**config.mk**
```make
export PLATFORM = sky130hd
export DESIGN_NAME = rx_signal_guard
export DESIGN_NICKNAME = d
export VERILOG_FILES = /design/src/rtl/rsg_pkg.sv /design/src/rtl/rsg_run_watch.sv /design/src/rtl/rsg_tick_select.sv /design/src/rtl/rsg_squelch.sv /design/src/rtl/rx_signal_guard.sv
export SDC_FILE = /design/constraint.sdc
export NUM_CORES = 1
export LEC_CHECK = 0
export ABC_AREA = 1
export BUFFER_PORTS_ARGS = -buffer_cell sky130_fd_sc_hd__buf_2
export CAP_MARGIN = 20
export CORE_MARGIN = 4
export CORE_UTILIZATION = 50
export DETAILED_ROUTE_END_ITERATION = 8
export GPL_ROUTABILITY_DRIVEN = 0
export PLACE_DENSITY = 0.76
export SETUP_SLACK_MARGIN = 0.2
export SKIP_LAST_GASP = 1
export SYNTH_ARGS = -nofsm -noshare
export SYNTH_HDL_FRONTEND = slang
export SYNTH_HIERARCHICAL = 1
export SYNTH_SLANG_ARGS = --single-unit
```
**constraint.sdc**
```tcl
create_clock -name clk -period 1.3 [get_ports clk]
set_input_delay 0.26 -clock clk [delete_from_list [all_inputs] [get_ports clk]]
set_output_delay 0.26 -clock clk [all_outputs]
set_load 0.05 [all_outputs]
```
**src/rtl/rsg_pkg.sv**
```systemverilog
package rsg_pkg;
  typedef enum logic {
    SRC_RX = 1'b0,
    SRC_TX = 1'b1
  } tsrc_e;
endpackage

```
**src/rtl/rsg_run_watch.sv**
```systemverilog
module rsg_run_watch #(
  parameter int RUN_LIMIT = 128
) (
  input  logic clk,
  input  logic rst_n,
  input  logic bit_vld,
  input  logic bit_in,
  input  logic clr,
  output logic los_o
);
  localparam int CNT_W = (RUN_LIMIT > 2) ? $clog2(RUN_LIMIT) : 1;
  localparam logic [CNT_W-1:0] LAST = CNT_W'(RUN_LIMIT - 1);

  logic [CNT_W-1:0] cnt_q;
  logic             prev_q;
  logic             los_q;

  always_ff @(posedge clk) begin
    if (!rst_n) begin
      cnt_q  <= '0;
      prev_q <= 1'b0;
      los_q  <= 1'b0;
    end else begin
      if (bit_vld) prev_q <= bit_in;
      if (clr) begin
        cnt_q <= '0;
        los_q <= 1'b0;
      end else if (bit_vld) begin
        if (bit_in != prev_q) begin
          cnt_q <= '0;
          los_q <= 1'b0;
        end else if (cnt_q == LAST) begin
          los_q <= 1'b1;
        end else begin
          cnt_q <= cnt_q + 1'b1;
        end
      end
    end
  end

  assign los_o = los_q;

  assert_run_limit_R2: assert property (@(posedge clk) disable iff (!rst_n)
    (bit_vld && !clr && bit_in == prev_q && cnt_q == LAST) |=> los_q);
  assert_rise_at_limit_R3: assert property (@(posedge clk) disable iff (!rst_n)
    $rose(los_q) |-> $past(cnt_q) == LAST);
  assert_edge_restart_R4: assert property (@(posedge clk) disable iff (!rst_n)
    (bit_vld && !clr && bit_in != prev_q) |=> (!los_q && cnt_q == '0));
  assert_clear_wins_R5: assert property (@(posedge clk) disable iff (!rst_n)
    clr |=> (!los_q && cnt_q == '0));
  assert_idle_hold_R6: assert property (@(posedge clk) disable iff (!rst_n)
    (!bit_vld && !clr) |=> ($stable(los_q) && $stable(cnt_q)));
endmodule

```
**src/rtl/rsg_tick_select.sv**
```systemverilog
module rsg_tick_select
  import rsg_pkg::*;
(
  input  logic clk,
  input  logic rst_n,
  input  logic sig_present,
  input  logic rx_tick,
  input  logic tx_tick,
  output logic fwd_tick
);
  tsrc_e src_q, src_d;

  always_comb begin
    src_d = src_q;
    if (!sig_present && src_q == SRC_RX && tx_tick)
      src_d = SRC_TX;
    else if (sig_present && src_q == SRC_TX && rx_tick)
      src_d = SRC_RX;
  end

  assign fwd_tick = (src_d == SRC_TX) ? tx_tick : rx_tick;

  always_ff @(posedge clk) begin
    if (!rst_n) src_q <= SRC_RX;
    else        src_q <= src_d;
  end

  assert_enter_tx_on_strobe_R9: assert property (@(posedge clk) disable iff (!rst_n)
    (src_q == SRC_TX && $past(src_q) == SRC_RX) |-> $past(tx_tick && !sig_present));
  assert_leave_tx_on_strobe_R10: assert property (@(posedge clk) disable iff (!rst_n)
    (src_q == SRC_RX && $past(src_q) == SRC_TX) |-> $past(rx_tick && sig_present));
endmodule

```
**src/rtl/rsg_squelch.sv**
```systemverilog
module rsg_squelch #(
  parameter int BYTE_W = 8
) (
  input  logic              clk,
  input  logic              rst_n,
  input  logic              sig_present,
  input  logic              fwd_tick,
  input  logic [BYTE_W-1:0] byte_in,
  output logic [BYTE_W-1:0] byte_out,
  output logic              tick_out
);
  logic [BYTE_W-1:0] byte_q;
  logic              tick_q;

  always_ff @(posedge clk) begin
    if (!rst_n) begin
      byte_q <= '0;
      tick_q <= 1'b0;
    end else begin
      tick_q <= fwd_tick;
      if (!sig_present)  byte_q <= '0;
      else if (fwd_tick) byte_q <= byte_in;
    end
  end

  assign byte_out = byte_q;
  assign tick_out = tick_q;

  assert_capture_R7: assert property (@(posedge clk) disable iff (!rst_n)
    (sig_present && fwd_tick) |=> (tick_q && byte_q == $past(byte_in)));
  assert_hold_R7: assert property (@(posedge clk) disable iff (!rst_n)
    (sig_present && !fwd_tick) |=> $stable(byte_q));
  assert_squelch_zero_R8: assert property (@(posedge clk) disable iff (!rst_n)
    !sig_present |=> byte_q == '0);
endmodule

```
**src/rtl/rx_signal_guard.sv**
```systemverilog
module rx_signal_guard #(
  parameter int RUN_LIMIT = 128,
  parameter int BYTE_W    = 8
) (
  input  logic              clk,
  input  logic              rst_n,
  input  logic              bit_vld,
  input  logic              bit_in,
  input  logic              los_clr,
  input  logic              sig_present,
  input  logic              rx_byte_tick,
  input  logic              tx_byte_tick,
  input  logic [BYTE_W-1:0] rx_byte,
  output logic              los_flag,
  output logic [BYTE_W-1:0] byte_out,
  output logic              byte_tick
);
  logic fwd_tick;

  rsg_run_watch #(.RUN_LIMIT(RUN_LIMIT)) u_watch (
    .clk(clk), .rst_n(rst_n), .bit_vld(bit_vld), .bit_in(bit_in),
    .clr(los_clr), .los_o(los_flag)
  );

  rsg_tick_select u_sel (
    .clk(clk), .rst_n(rst_n), .sig_present(sig_present),
    .rx_tick(rx_byte_tick), .tx_tick(tx_byte_tick), .fwd_tick(fwd_tick)
  );

  rsg_squelch #(.BYTE_W(BYTE_W)) u_sq (
    .clk(clk), .rst_n(rst_n), .sig_present(sig_present), .fwd_tick(fwd_tick),
    .byte_in(rx_byte), .byte_out(byte_out), .tick_out(byte_tick)
  );

  assert_tick_has_source_R9: assert property (@(posedge clk) disable iff (!rst_n)
    byte_tick |-> $past(rx_byte_tick || tx_byte_tick));
endmodule

```
Word level (Yosys, flattened, before mapping)
Cells that the tools add are included.
Storage, ports and cells
  output and inout port bits: 10
  register bits after elaboration: 19
  input port bits: 16
Cells by class
  bitwise logic cells: 2
  mux-type cells: 7
  equality and inequality tests: 3
  reductions and logical operators: 10
  add/subtract/negate cells: 1
Operator list (count)
  two-way mux 7 bit: 2
  adder 7 x 1 -> 7 bit, second input constant: 1
  == test 7 bit, second input constant: 1
  AND reduction 2 bit: 3
  two-way mux 1 bit: 5
  logical AND 1 bit: 4
  inequality test 2 x 1 -> 1 bit, second input constant: 1
  NOT 1 bit: 2
  nonzero test 2 bit: 1
  OR reduction 2 bit: 1
  logical NOT 1 bit: 1
  inequality test 1 bit: 1

Longest topological paths before layout
  word-level depth: 5
  depth in mapped cells: 11
  gate-level depth less buffers: 9

Modules after synthesis
The synthesis kept the hierarchy.
By module, submodules not included
  rsg_run_watch: area an instance 563.0 sq um, cells an instance 73, instances 1, sequential area each 180.2 sq um
  rsg_squelch: area an instance 374.1 sq um, cells an instance 55, instances 1, sequential area each 180.2 sq um
  rsg_tick_select: area an instance 60.1 sq um, cells an instance 11, instances 1, sequential area each 20.0 sq um

Least setup slack after synthesis
Ideal clock, no wire load.
  path kind: register to register
  start point: register u_sel.src_q
  end point: register u_sq.byte_q[4], in the netlist u_sq/byte_out[4]
  buffers on the path: 2
  data arrival time: 1.020 ns
  clock period less this slack: 1.135 ns
  library setup time: 0.115 ns
  stages on the path, launching flop included: 10
  path slack: 0.165 ns
  cell sequence: dfxtp_1 > or2_0 > nand2_1 > nand2_1 > nand2_1 > buf_6 > buf_8 > nand2_2 > nand2_1 > nor2_1
Between the ends
  cells in the longest elaborated chain, start to end: 5
  elaborated cells between the ends (all ways): 8
RTL lines
  start: declaration: RTL line rsg_tick_select.sv:11  | tsrc_e src_q, src_d;
  start signal: assignment: RTL line rsg_tick_select.sv:25  | else src_q <= src_d;
  logical AND 1 bit / NOT 1 bit (equally long branches): RTL line rsg_tick_select.sv:17, rsg_tick_select.sv:15
  logical AND 1 bit (on tied branches): RTL line rsg_tick_select.sv:17, rsg_tick_select.sv:15
  two-way mux 1 bit / logical AND 1 bit (equally long branches): RTL line rsg_tick_select.sv:17, rsg_tick_select.sv:15
  two-way mux 1 bit *: RTL line rsg_tick_select.sv:15  | if (!sig_present && src_q == SRC_RX && tx_tick)
  two-way mux 1 bit *: RTL line rsg_tick_select.sv:21  | assign fwd_tick = (src_d == SRC_TX) ? tx_tick : rx_tick;
  named net fwd_tick: RTL line rx_signal_guard.sv:18  | logic fwd_tick;
  end signal: assignment: RTL line rsg_squelch.sv:22  | else if (fwd_tick) byte_q <= byte_in;
  end: declaration: RTL line rsg_squelch.sv:12  | logic [BYTE_W-1:0] byte_q;
Mark *: on every way through the listed nets, which the timed path passes. The rest lies on a longest branch.
A chain may end at the register's enable or synchronous reset.

Worst setup path after layout
  start point: register u_sel.src_q
  end point: register u_sq.byte_q[5], in the netlist u_sq/byte_out[5]
The elaborated chain is that of the path after synthesis.

==> impl_metrics.xml <==
<?xml version="1.0" encoding="UTF-8"?>
<metrics>
  <group name="power">
    <metric name="ir_worst_vdd" unit="mV">0.626</metric>
    <metric name="power.leakage" unit="uW">0.000673</metric>
    <metric name="power.density_cell_area" unit="nW/um^2">890</metric>
  </group>
  <group name="setup_path">
    <metric name="critPathRequiredTime" unit="ns">1.52</metric>
    <metric name="worstPathMaxFanout" unit="">5</metric>
    <metric name="critPathKind" unit="">flop to flop</metric>
    <metric name="crit_path_start_kind" unit="">flop</metric>
    <metric name="cp-end-kind" unit="">flop</metric>
    <metric name="worstPathArrival" unit="ns">1.43</metric>
    <metric name="worst-r2r-setup-slack" unit="ns">0.09</metric>
  </group>
  <group name="clocking">
    <metric name="cts_num_sinks" unit="">19</metric>
    <metric name="clock_tree_from_tritoncts" unit="">yes</metric>
    <metric name="clkLatencyLatePin" unit="ns">0.31</metric>
    <metric name="cts.hold.buffers_added" unit="">0</metric>
    <metric name="cts_inserted_buffers" unit="">3</metric>
    <metric name="master_cell_of_the_clock_root_buffer" unit="">sky130_fd_sc_hd__clkbuf_4</metric>
    <metric name="cts_clk_pin_slew_worst_paths" unit="ns">0.12</metric>
    <metric name="cts_htree_levels" unit="">1</metric>
    <metric name="clock_tree.buffer_depth" unit="">2</metric>
  </group>
  <group name="placed_design">
    <metric name="port_buf_inserts" unit="">25</metric>
    <metric name="hpwl_after_dpl" unit="um">1440</metric>
  </group>
  <group name="yosys">
    <metric name="synth.yosys.seq_area_share" unit="%">38.1</metric>
    <metric name="syn-num-nets" unit="">156</metric>
    <metric name="dominant_combinational_cell_family_by_area_after_synthesis" unit="">simple AND/OR/NAND/NOR gates</metric>
    <metric name="yosys_warnings" unit="">6</metric>
    <metric name="synthMuxAreaShare" unit="%">0</metric>
    <metric name="mapped_cell_area" unit="um^2">997</metric>
    <metric name="synthesis.instances" unit="">139</metric>
    <metric name="synth-simple-area-share" unit="%">40.4</metric>
    <metric name="synth_compound_gate_area_share" unit="%">5.90</metric>
    <metric name="synth_seq_cells" unit="">19</metric>
    <metric name="synthesis.area_per_instance" unit="um^2">7.17</metric>
    <metric name="synth-xor-area-share" unit="%">0</metric>
    <metric name="synth.distinct_cells" unit="">23</metric>
    <metric name="synth_adder_area_share" unit="%">1.25</metric>
  </group>
  <group name="routing">
    <metric name="avgRoutedWirePerCell" unit="um">12.2</metric>
    <metric name="drc_errors" unit="">0</metric>
    <metric name="dr.first_iter.drc_count" unit="">12</metric>
    <metric name="route.vias.total" unit="">939</metric>
    <metric name="dr.pass1.iters" unit="">5</metric>
    <metric name="drtAntennaViolNets" unit="">0</metric>
    <metric name="finalWirelength" unit="um">2370</metric>
    <metric name="vias_per_cell" unit="">4.82</metric>
  </group>
  <group name="grt">
    <metric name="grt_max_degree" unit="">18</metric>
    <metric name="grt_pass1_vias" unit="">758</metric>
    <metric name="global_route.usage.total" unit="%">15.1</metric>
    <metric name="number_of_antenna_violations_at_the_first_check_in_global_routing" unit="">0</metric>
    <metric name="grt_pass1_wl" unit="um">3040</metric>
    <metric name="grt_remaining_overflow" unit="">0</metric>
  </group>
  <group name="sta">
    <metric name="timing.final.crit_period" unit="ns">1.21</metric>
    <metric name="tightestPinTransition" unit="ns">0.266</metric>
    <metric name="hold_viol_final" unit="">0</metric>
    <metric name="rsz0062_at_grt" unit="">yes</metric>
    <metric name="report.final.slew_viol_count" unit="">0</metric>
    <metric name="finalClockSkew" unit="ns">0.00996</metric>
    <metric name="fmax" unit="MHz">824</metric>
    <metric name="setup_tns" unit="ns">0</metric>
    <metric name="total_setup_violations_reported_at_the_end_of_the_flow" unit="">0</metric>
    <metric name="period_utilisation_layout" unit="%">93.3</metric>
    <metric name="finalHoldWorstSlack" unit="ns">0.205</metric>
    <metric name="relSlewSlack" unit="%">82.2</metric>
  </group>
  <group name="finish">
    <metric name="antennaDiodeCount" unit="">0</metric>
    <metric name="final_layout_size_suffix_gt1_share" unit="%">44.7</metric>
    <metric name="number_of_nets_in_the_final_layout" unit="">188</metric>
    <metric name="synthToLayoutAreaGrowth" unit="%">39.1</metric>
  </group>
  <group name="hold_path">
    <metric name="hold_path.class" unit="">input pin to flop</metric>
  </group>
  <group name="die">
    <metric name="fp.dieArea" unit="um^2">2770</metric>
    <metric name="chipHeight" unit="um">52.7</metric>
    <metric name="die-width" unit="um">52.7</metric>
    <metric name="floorplan.rows" unit="">15</metric>
    <metric name="io-pin-count" unit="">26</metric>
    <metric name="core_area" unit="um^2">1800</metric>
    <metric name="start_util" unit="%">55.3</metric>
  </group>
  <group name="run">
    <metric name="max_cap_viol_count" unit="">0</metric>
  </group>
  <group name="status">
    <metric name="outcome" unit="">finished clean</metric>
  </group>
</metrics>
worst max-delay path, cell delays in order, from the launching register on:
cell and delay (ns):
sky130_fd_sc_hd__dfxtp_2 0.34, sky130_fd_sc_hd__or2_0 0.19, sky130_fd_sc_hd__nand2_1 0.10, sky130_fd_sc_hd__nand2_2 0.07, sky130_fd_sc_hd__nand2_4 0.10, sky130_fd_sc_hd__buf_12 0.12, sky130_fd_sc_hd__nand2_1 0.06, sky130_fd_sc_hd__nand2_1 0.09
sky130_fd_sc_hd__nor2_1 0.05
flip-flops by register name, summed over array words and instances (netlist names):
| register | cells |
|---|---|
| u_sel/src_q | 1 |
| u_sq/byte_out | 8 |
| u_watch/prev_q | 1 |
| u_watch/los_o | 1 |
| u_watch/cnt_q | 7 |
| u_sq/tick_out | 1 |
metrics by stage:
| step | util [%] | setup WS [ns] | power (uW) | instance area (um^2) | instances |
|---|---|---|---|---|---|
| final | 77.0 | 0.0867 | 1240 | 1390 | 195 |
| after global routing | 77.0 | 0.0494 | 1300 | 1390 | 195 |
| after global placement | 64.2 | 0.117 | 845 | 1160 | 187 |
| after CTS | 70.1 | 0.143 | 1180 | 1260 | 192 |
| after floorplan | - | 0.185 | 796 | 1020 | 139 |
| after detailed placement | 64.2 | 0.0738 | 851 | 1160 | 187 |
where the power goes:
part | leakage [uW] | internal (uW) | switching, uW
clock network | 0.0000177 | 115 | 194
logic | 0.000494 | 130 | 174
registers | 0.000161 | 604 | 17.5
total | 0.000673 | 849 | 386
routing by layer:
metal	up-vias	wire [um]	track usage, %
met5	-	0	0
met1	418	946	18.2
met3	7	109	3.42
li1	485	-	-
met4	0	64	8.94
met2	29	1250	24.2
cells by family (layout without fill, tap and decap cells):
group                    count (synthesis)  count (layout)
AND/OR/NAND/NOR                         82              82
buffers and inverters                   27              58
flip-flops                              19              19
AO/OA/AOI/OAI                           10              10
adder cells (fa/ha/maj)                  1               1
path summary, 6_finish.rpt:
kind | depth (start not counted) | start | endpoint
setup / recovery | 8 | u_sel/src_q$_SDFF_PN0_ | u_sq/byte_out[5]$_SDFFE_PN0P_
hold reg to reg | 2 | u_sq/byte_out[1]$_SDFFE_PN0P_ | u_sq/byte_out[1]$_SDFFE_PN0P_
setup reg to reg | 8 | u_sel/src_q$_SDFF_PN0_ | u_sq/byte_out[5]$_SDFFE_PN0P_
hold / removal | 3 | rst_n | u_sel/src_q$_SDFF_PN0_
cells in the final DEF, fill, tap and decap left out, types with 5 or more instances in the layout:
master | synthesis | layout
sky130_fd_sc_hd__nand2_4 | 2 | 6
sky130_fd_sc_hd__buf_2 | 0 | 15
sky130_fd_sc_hd__buf_6 | 2 | 7
sky130_fd_sc_hd__dfxtp_2 | 0 | 11
sky130_fd_sc_hd__nand2_2 | 5 | 11
sky130_fd_sc_hd__dfxtp_1 | 19 | 6
sky130_fd_sc_hd__nand2_1 | 35 | 25
sky130_fd_sc_hd__inv_1 | 22 | 21
sky130_fd_sc_hd__a21oi_1 | 6 | 5
sky130_fd_sc_hd__nand3_1 | 8 | 8
sky130_fd_sc_hd__nor2_1 | 23 | 22
area by class of cell:
cell class,count,area [um^2]
repair buffers,30,284
fillers,135,414
multi-input cells,93,538
well taps,25,31.3
clock inverters,1,5.00
inverters,24,105
clock buffers,3,22.5
flip-flops and latches,19,402
Yosys cell counts:
library cell	n	area [um^2]
sky130_fd_sc_hd__buf_8	1	15.0
sky130_fd_sc_hd__nand2_4	2	22.5
sky130_fd_sc_hd__nand3_4	1	17.5
sky130_fd_sc_hd__nand3b_1	1	7.51
sky130_fd_sc_hd__nand2_1	35	131
sky130_fd_sc_hd__a31oi_1	1	6.26
sky130_fd_sc_hd__buf_6	2	22.5
sky130_fd_sc_hd__inv_1	22	82.6
sky130_fd_sc_hd__ha_1	1	12.5
sky130_fd_sc_hd__clkinv_2	1	5.00
sky130_fd_sc_hd__bufinv_8	1	17.5
sky130_fd_sc_hd__nand3_1	8	40.0
sky130_fd_sc_hd__a21oi_2	2	17.5
sky130_fd_sc_hd__nand2_2	5	31.3
sky130_fd_sc_hd__dfxtp_1	19	380
sky130_fd_sc_hd__or2_0	1	6.26
sky130_fd_sc_hd__o21ai_0	1	5.00
sky130_fd_sc_hd__nand4_1	2	12.5
sky130_fd_sc_hd__nor2_8	1	20.0
sky130_fd_sc_hd__nor3_1	1	5.00
sky130_fd_sc_hd__nor2_4	2	22.5
sky130_fd_sc_hd__nor2_1	23	86.3
sky130_fd_sc_hd__a21oi_1	6	30.0
timing repair:
action / in CTS / in global routing
setup endpoints to repair: 24 / 23
resized for setup: 27 / 25
setup buffers: 1 / 1
pin swaps: 3 / 12
cloned: 0 / 2
(Power assumes the default switching activity.)
